<file path="config.mk">
export PLATFORM = sky130hd
export DESIGN_NAME = linkStartupCtrl
export DESIGN_NICKNAME = d
export VERILOG_FILES = /design/src/rtl/linkStartupPkg.sv /design/src/rtl/linkStartupFsm.sv /design/src/rtl/linkStartupWordPath.sv /design/src/rtl/linkStartupRetime.sv /design/src/rtl/linkStartupCtrl.sv
export SDC_FILE = /design/constraint.sdc
export NUM_CORES = 1
export LEC_CHECK = 0
export BUFFER_PORTS_ARGS = -buffer_cell sky130_fd_sc_hd__clkbuf_2
export CORE_AREA = 4 4 50 52
export DETAILED_ROUTE_END_ITERATION = 10
export DIE_AREA = 0 0 54 56
export GPL_ROUTABILITY_DRIVEN = 0
export GPL_TIMING_DRIVEN = 0
export PLACE_DENSITY_LB_ADDON = 0.2
export SLEW_MARGIN = 20
export SYNTH_ARGS = -nofsm -noshare
export SYNTH_HDL_FRONTEND = slang
export SYNTH_SLANG_ARGS = --single-unit
</file>
<file path="constraint.sdc">
create_clock -name clk -period 1 [get_ports clk]
set_clock_uncertainty 0.15 [all_clocks]
set_input_delay 0.2 -clock clk [delete_from_list [all_inputs] [get_ports clk]]
set_output_delay 0.2 -clock clk [all_outputs]
set_load 0.01 [all_outputs]
</file>
<file path="src/rtl/linkStartupPkg.sv">
package linkStartupPkg;

  // Status code {stat1, stat0}. 2'b01 is never a legal resting value.
  typedef enum logic [1:0] {
    ST_FILL0 = 2'b00,
    ST_BAD   = 2'b01,
    ST_FILL1 = 2'b10,
    ST_DATA  = 2'b11
  } linkStat_e;

  // Strobes from the sequencer to the transmit datapath.
  typedef struct packed {
    logic selData;   // pass host data through
    logic selFill1;  // choose fill word 1 over fill word 0
    logic flush;     // abort: clear the ready retiming chain
  } pathStrobe_t;

endpackage

</file>
<file path="src/rtl/linkStartupFsm.sv">
module linkStartupFsm
  import linkStartupPkg::*;
(
  input  logic        clk,
  input  logic        rstN,
  input  logic        rxSmRstN,
  input  logic        txLocked,
  input  logic        frameLocked,
  input  logic        fill1Seen,
  output linkStat_e   statQ,
  output pathStrobe_t strobe,
  output logic        rxEnabled,
  output logic        freqDetEn
);

  linkStat_e statD;
  logic      abortLink;

  always_comb begin
    abortLink = !rxSmRstN || !txLocked || !frameLocked;
    statD     = statQ;
    if (abortLink) begin
      statD = ST_FILL0;
    end else begin
      case (statQ)
        ST_FILL0: statD = ST_FILL1;
        ST_FILL1: statD = fill1Seen ? ST_DATA : ST_FILL1;
        ST_DATA:  statD = ST_DATA;
        default:  statD = ST_FILL0;
      endcase
    end
  end

  always_ff @(posedge clk or negedge rstN) begin
    if (!rstN) begin
      statQ     <= ST_FILL0;
      rxEnabled <= 1'b0;
    end else begin
      statQ     <= statD;
      rxEnabled <= txLocked;
    end
  end

  always_comb begin
    strobe.selData  = (statQ == ST_DATA);
    strobe.selFill1 = statQ[1];
    strobe.flush    = abortLink;
    freqDetEn       = rxEnabled && !statQ[1];
  end

endmodule

</file>
<file path="src/rtl/linkStartupWordPath.sv">
module linkStartupWordPath
  import linkStartupPkg::*;
#(
  parameter int unsigned           WORD_W    = 16,
  parameter logic [WORD_W-1:0]     FILL0_PAT = 16'h0F0F,
  parameter logic [WORD_W-1:0]     FILL1_PAT = 16'h3C3C
) (
  input  logic              clk,
  input  logic              rstN,
  input  pathStrobe_t       strobe,
  input  logic [WORD_W-1:0] hostData,
  output logic [WORD_W-1:0] txWord
);

  logic [WORD_W-1:0] fillWord;
  logic [WORD_W-1:0] nextWord;

  always_comb begin
    fillWord = strobe.selFill1 ? FILL1_PAT : FILL0_PAT;
    nextWord = strobe.selData ? hostData : fillWord;
  end

  always_ff @(posedge clk or negedge rstN) begin
    if (!rstN) txWord <= FILL0_PAT;
    else       txWord <= nextWord;
  end

endmodule

</file>
<file path="src/rtl/linkStartupRetime.sv">
module linkStartupRetime #(
  parameter int unsigned STAGES = 2
) (
  input  logic clk,
  input  logic rstN,
  input  logic flush,
  input  logic din,
  output logic dout
);

  logic [STAGES-1:0] pipe;

  for (genvar i = 0; i < STAGES; i++) begin : g_stage
    if (i == 0) begin : g_first
      always_ff @(posedge clk or negedge rstN) begin
        if (!rstN)      pipe[0] <= 1'b0;
        else if (flush) pipe[0] <= 1'b0;
        else            pipe[0] <= din;
      end
    end else begin : g_rest
      always_ff @(posedge clk or negedge rstN) begin
        if (!rstN)      pipe[i] <= 1'b0;
        else if (flush) pipe[i] <= 1'b0;
        else            pipe[i] <= pipe[i-1] && din;
      end
    end
  end

  assign dout = pipe[STAGES-1];

endmodule

</file>
<file path="src/rtl/linkStartupCtrl.sv">
module linkStartupCtrl
  import linkStartupPkg::*;
#(
  parameter int unsigned       WORD_W     = 16,
  parameter logic [WORD_W-1:0] FILL0_PAT  = 16'h0F0F,
  parameter logic [WORD_W-1:0] FILL1_PAT  = 16'h3C3C,
  parameter int unsigned       RFD_STAGES = 2
) (
  input  logic              clk,
  input  logic              rstN,
  input  logic              rxSmRstN,
  input  logic              txLocked,
  input  logic              frameLocked,
  input  logic              fill1Seen,
  input  logic [WORD_W-1:0] hostData,
  output logic              stat1,
  output logic              stat0,
  output logic              dataEnable,
  output logic              readyForData,
  output logic              rxEnabled,
  output logic              freqDetEn,
  output logic [WORD_W-1:0] txWord
);

  linkStat_e   statQ;
  pathStrobe_t strobe;

  linkStartupFsm u_fsm (
    .clk        (clk),
    .rstN       (rstN),
    .rxSmRstN   (rxSmRstN),
    .txLocked   (txLocked),
    .frameLocked(frameLocked),
    .fill1Seen  (fill1Seen),
    .statQ      (statQ),
    .strobe     (strobe),
    .rxEnabled  (rxEnabled),
    .freqDetEn  (freqDetEn)
  );

  linkStartupWordPath #(
    .WORD_W   (WORD_W),
    .FILL0_PAT(FILL0_PAT),
    .FILL1_PAT(FILL1_PAT)
  ) u_path (
    .clk     (clk),
    .rstN    (rstN),
    .strobe  (strobe),
    .hostData(hostData),
    .txWord  (txWord)
  );

  linkStartupRetime #(
    .STAGES(RFD_STAGES)
  ) u_rfd (
    .clk  (clk),
    .rstN (rstN),
    .flush(strobe.flush),
    .din  (statQ[0]),
    .dout (readyForData)
  );

  assign stat1      = statQ[1];
  assign stat0      = statQ[0];
  assign dataEnable = statQ[0];

endmodule

</file>
# [Word level (Yosys, flattened, before mapping)]
# Index checks and enable logic that the tools add are counted.
[op_classes] magnitude_cmp=0 addsub=0 reduce_logical=9 eq_ne=2 n_div=0 bitwise_logic=0 shifts=0 n_mux=7 n_mul=0
[ops] cell="$mux 16" count=1
[ops] cell="$mux 14" count=1
[ops] cell="$pmux 2 s3" count=1
[ops] cell="$eq 2x2->1 const B" count=2
[ops] cell="$logic_not 1->1" count=4
[ops] cell="$mux 1" count=3
[ops] cell="$logic_and 1x1->1" count=2
[ops] cell="$logic_not 2->1" count=1
[ops] cell="$logic_or 1x1->1" count=2
[ops] cell="$mux 2" count=1
[totals] mem_bits_rw=0 n_memories=0 latch_bits=0 word_cells=23 in_bits=22 ff_bits=21 rom_bits=0 out_inout_bits=22

# [Depth between registers and ports, before layout]
[logic_depth] depth_word=4 ltp_mapped=3 ltp_nobuf=2

# [Modules after synthesis]
# A second synthesis with hierarchy kept.
[unflattened] hier_cells=56 hier_area_um2=747.0
[modules_own_cells] module="linkStartupWordPath" area_each_um2=540.5 instances=1 cells_per_inst=39 seq_area_each_um2=410.4
[modules_own_cells] module="linkStartupFsm" area_each_um2=133.9 instances=1 cells_per_inst=12 seq_area_each_um2=75.1
[modules_own_cells] module="linkStartupRetime" area_each_um2=65.1 instances=1 cells_per_inst=4 seq_area_each_um2=50.0
[modules_own_cells] module="linkStartupCtrl" area_each_um2=7.5 instances=1 cells_per_inst=1 seq_area_each_um2=0.0

# [Least setup slack after synthesis]
# No wires, ideal clock.
[synth_timing] path_kind="register to register" startpoint="reg u_fsm.statQ[0]" endpoint="reg u_path.txWord[14]" required_ns=0.730 synth_period_minus_slack_ns=1.051 path_buffers=1 slack_ns=-0.051 path_stages_with_launch=3 t_arrival_ns=0.781 setup_ns=0.120 cell_sequence="dfrtp_1 > buf_4 > and3_1"
[synth_via] elab_chain_cells=2
[synth_rtl] item="start: declaration" line_no="linkStartupFsm.sv:10" source="output linkStat_e statQ,"
[synth_rtl] item="start signal: assignment" line_no="linkStartupFsm.sv:39" source="statQ <= statD;"
[synth_rtl] item="$eq 2x2->1" line_no="linkStartupFsm.sv:45" source="strobe.selData = (statQ == ST_DATA);"
[synth_rtl] item="$mux 16" line_no="linkStartupWordPath.sv:20" source="nextWord = strobe.selData ? hostData : fillWord;"
[synth_rtl] item="via u_path.nextWord[14]" line_no="linkStartupWordPath.sv:16" source="logic [WORD_W-1:0] nextWord;"
[synth_rtl] item="end signal: assignment" line_no="linkStartupWordPath.sv:25" source="else txWord <= nextWord;"
[synth_rtl] item="end: declaration" line_no="linkStartupWordPath.sv:12" source="output logic [WORD_W-1:0] txWord"
# The timed path passes the listed nets, and every way through them passes these cells.

# [Worst setup path in the final report]
[layout_timing] startpoint="reg u_fsm.statQ[0]" endpoint="out stat0"
[layout_rtl] item="end: declaration" line_no="linkStartupCtrl.sv:17" source="output logic stat0,"
# No word-level cell between the ends.

==> metrics.txt <==
# TYPE chip_impl_metric gauge
chip_impl_info{name="synth.top_cells.by_area",value="sky130_fd_sc_hd__dfrtp_1 45%, sky130_fd_sc_hd__dfstp_2 29%, sky130_fd_sc_hd__nand2_1 4.7%"} 1
chip_impl_info{name="violations",value="setup timing"} 1
chip_impl_metric{name="die-height",unit="um"} 56
chip_impl_metric{name="die-area",unit="mm2"} 0.00302
chip_impl_metric{name="ir_worst_vdd",unit="mV"} 0.708
chip_impl_metric{name="drt_drc_violations_left",unit=""} 0
chip_impl_info{name="timing.critical_path.to_type",value="output port"} 1
chip_impl_metric{name="setup-violations-final",unit=""} 42
chip_impl_metric{name="initial_antenna_violation_count",unit=""} 0
chip_impl_info{name="tritoncts",value="built"} 1
chip_impl_metric{name="worst_ep_required_time",unit="ps"} 650
chip_impl_metric{name="overall_routing_resource_usage",unit="%"} 13.9
chip_impl_metric{name="nets",unit=""} 152
chip_impl_metric{name="cts.path.max_buffers",unit=""} 2
chip_impl_metric{name="clock_sinks",unit=""} 21
chip_impl_metric{name="worst_pin_slew",unit="ps"} 436
chip_impl_info{name="grt_setup_unrepaired",value="yes"} 1
chip_impl_metric{name="seq_area_frac_synth",unit="%"} 74.6
chip_impl_metric{name="max_clock_freq",unit="MHz"} 751
chip_impl_metric{name="synth_cells",unit=""} 57
chip_impl_metric{name="placement_rows",unit=""} 17
chip_impl_metric{name="die_width",unit="um"} 54
chip_impl_metric{name="synth_cell_types",unit=""} 15
chip_impl_metric{name="mappedNetlistNets",unit=""} 79
chip_impl_metric{name="start_util",unit="%"} 34.1
chip_impl_metric{name="grt_overflow_total",unit=""} 0
chip_impl_metric{name="number_of_global_route_vias_before_repair",unit=""} 693
chip_impl_metric{name="fillers",unit=""} 181
chip_impl_metric{name="avgSynthCellArea",unit="um2"} 12.6
chip_impl_metric{name="grt_first_pass_wirelength",unit="um"} 2990
chip_impl_metric{name="cts-htree-levels",unit=""} 1
chip_impl_metric{name="number_of_top_level_design_ports",unit=""} 44
chip_impl_metric{name="critPathMaxFanout",unit=""} 4
chip_impl_metric{name="worst_slack",unit="ps"} -332
chip_impl_metric{name="maxSlewViolCount",unit=""} 0
chip_impl_metric{name="area.growth.synth_to_final",unit="%"} 84.1
chip_impl_info{name="mostFrequentLayoutCell",value="sky130_fd_sc_hd__clkbuf_2"} 1
chip_impl_info{name="worst_setup_path_start_kind",value="flip-flop"} 1
chip_impl_metric{name="clock_latency_on_the_worst_skew_pair",unit="ps"} 300
chip_impl_metric{name="count_of_vias_placed_by_the_detailed_router",unit=""} 656
chip_impl_metric{name="finalInstanceArea",unit="mm2"} 0.00132
chip_impl_metric{name="ant_nets",unit=""} 0
chip_impl_info{name="run_status",value="finished with violations"} 1
chip_impl_info{name="layout.cells.most_common_list",value="31 x sky130_fd_sc_hd__clkbuf_2, 21 x sky130_fd_sc_hd__dlygate4sd3_1, 12 x sky130_fd_sc_hd__buf_6, 12 x sky130_fd_sc_hd__dfrtp_1, 9 x sky130_fd_sc_hd__nand2_1"} 1
chip_impl_metric{name="drtPass1Iterations",unit=""} 2
chip_impl_metric{name="report.final.hold_viol_count",unit=""} 0
chip_impl_metric{name="synth_seq_cells",unit=""} 21
chip_impl_metric{name="timing.hold.ws",unit="ps"} 26.2
chip_impl_metric{name="postRouteWirelength",unit="um"} 1830
chip_impl_metric{name="largest_net_degree_at_the_start_of_global_routing",unit=""} 22
chip_impl_metric{name="timing.critical_path.arrival",unit="ps"} 980
chip_impl_info{name="timing_worst_setup_path_type",value="reg -> out"} 1
chip_impl_metric{name="max-slew-margin-rel",unit="%"} 70.9
chip_impl_metric{name="power_density",unit="mW/mm2"} 1110
chip_impl_metric{name="yosys.area.top_type_share",unit="%"} 45.3
chip_impl_info{name="clk_root_buffer_cell",value="sky130_fd_sc_hd__clkbuf_4"} 1
chip_impl_metric{name="max-cap-violations",unit=""} 0
chip_impl_metric{name="numCtsBuffers",unit=""} 3
chip_impl_metric{name="yosysWarningCount",unit=""} 0
chip_impl_info{name="synth.largest_area_cell",value="sky130_fd_sc_hd__dfrtp_1"} 1
chip_impl_metric{name="path_clk_slew",unit="ps"} 110
chip_impl_metric{name="mappedNetlistArea",unit="um2"} 718
chip_impl_metric{name="avgRoutedWirePerCell",unit="um"} 11.7
chip_impl_metric{name="vias_per_cell",unit=""} 4.18
chip_impl_metric{name="dp_hpwl",unit="um"} 1110
chip_impl_metric{name="layout_worst_path_cycle_share",unit="%"} 133
chip_impl_info{name="worstHoldPathType",value="in -> reg"} 1
chip_impl_metric{name="first_iter_violations",unit=""} 4
chip_impl_metric{name="placement.io_buffers",unit=""} 43
chip_impl_metric{name="core",unit="mm2"} 0.00211
chip_impl_metric{name="p_leak",unit="nW"} 0.684
chip_impl_metric{name="post_route_cells_drive_above_1_share",unit="%"} 51.2
chip_impl_metric{name="n_antenna_cell",unit=""} 0
chip_impl_metric{name="placement.cell_area",unit="um2"} 976
chip_impl_metric{name="fin_crit",unit="ps"} 1330
## cells by family after synthesis
kind of cell / after synthesis / synth area share, %
AND/OR/NAND/NOR: 22 / 15.9
flip-flops: 21 / 74.6
buffers and inverters: 8 / 5.40
AO/OA/AOI/OAI: 6 / 4.18
## where the power goes
| group | switching, mW | leakage (nW) | internal (mW) | total (mW) |
|---|---|---|---|---|
| logic | 0.0723 | 0.409 | 0.115 | 0.187 |
| registers | 0.00786 | 0.259 | 0.872 | 0.879 |
| clock network | 0.243 | 0.0150 | 0.156 | 0.399 |
| total | 0.323 | 0.684 | 1.14 | 1.46 |
## sequential cells by signal, summed over array words and instances (netlist names)
signal	count
u_fsm.rxEnabled	1
u_rfd.dout	1
u_rfd.pipe	1
u_path.txWord	16
u_fsm.statQ	2
## critical path: stages (launching register included)
cell and delay [ps]:
sky130_fd_sc_hd__dfrtp_2 450, sky130_fd_sc_hd__buf_6 120, sky130_fd_sc_hd__buf_8 110
## worst paths after layout
kind	cells past startpoint	endpoint	slack (ps)	start
min in group asynchronous	2	u_rfd.pipe[0]$_DFF_PN0_	210	rstN
min	2	u_rfd.pipe[0]$_DFF_PN0_	30	rxSmRstN
min reg2reg	1	u_rfd.dout$_DFF_PN0_	330	u_rfd.pipe[0]$_DFF_PN0_
max	2	stat0	-330	u_fsm.statQ[0]$_DFF_PN0_
max reg2reg	4	u_rfd.dout$_DFF_PN0_	-210	u_fsm.statQ[0]$_DFF_PN0_
max in group asynchronous	2	u_path.txWord[0]$_DFF_PN1_	160	rstN
## per-stage QoR
step / worst slack (ps) / total power [mW] / util [%] / TNS [ps] / instances
2_1_floorplan: -27.8 / 0.925 / - / -37.3 / 57
6_report: -332 / 1.46 / 62.8 / -6650 / 157
3_3_place_gp: -55.2 / 1.00 / 46.3 / -139 / 128
5_1_grt: -380 / 1.55 / 62.8 / -8400 / 157
4_1_cts: -359 / 1.47 / 59.1 / -6770 / 155
3_5_place_dp: -68.2 / 1.00 / 46.3 / -206 / 128
## per-layer routing
metal	GRT usage (%)	share of wire, %
met2	24.7	56
met3	2.41	6.3
met5	0	0
met4	8.54	1.9
met1	14.2	36
## cell type report
class                           instances  area [um2]  share of cell area, %
Inverter                                5        18.8                   1.42
Tap cell                               28        35.0                   2.65
Buffer                                  3        33.8                   2.55
Timing Repair Buffer                   68         517                   39.1
Clock buffer                            4        26.3                   1.99
Multi-Input combinational cell         28         155                   11.7
Sequential cell                        21         537                   40.6
## cells in the mapped netlist, drive strengths merged
| master | number |
|---|---|
| buf | 3 |
| o21ai | 1 |
| and2 | 1 |
| a21oi | 5 |
| inv | 5 |
| dfrtp | 13 |
| nor2 | 1 |
| or2 | 4 |
| nand3 | 1 |
| and4 | 1 |
| nor2b | 1 |
| and3 | 4 |
| nand2 | 9 |
| dfstp | 8 |
## timing repair
| action | in CTS | in global routing |
|---|---|---|
| hold buffers | 21 | 0 |
| buffers inserted | 2 | 2 |
| gates resized for setup | 4 | 24 |
| pin swaps | 1 | 1 |
| endpoints found under the setup margin | 35 | 49 |
| gates cloned | 0 | 1 |
| hold endpoints to repair | 32 | 0 |
(Power assumes the default switching activity.)
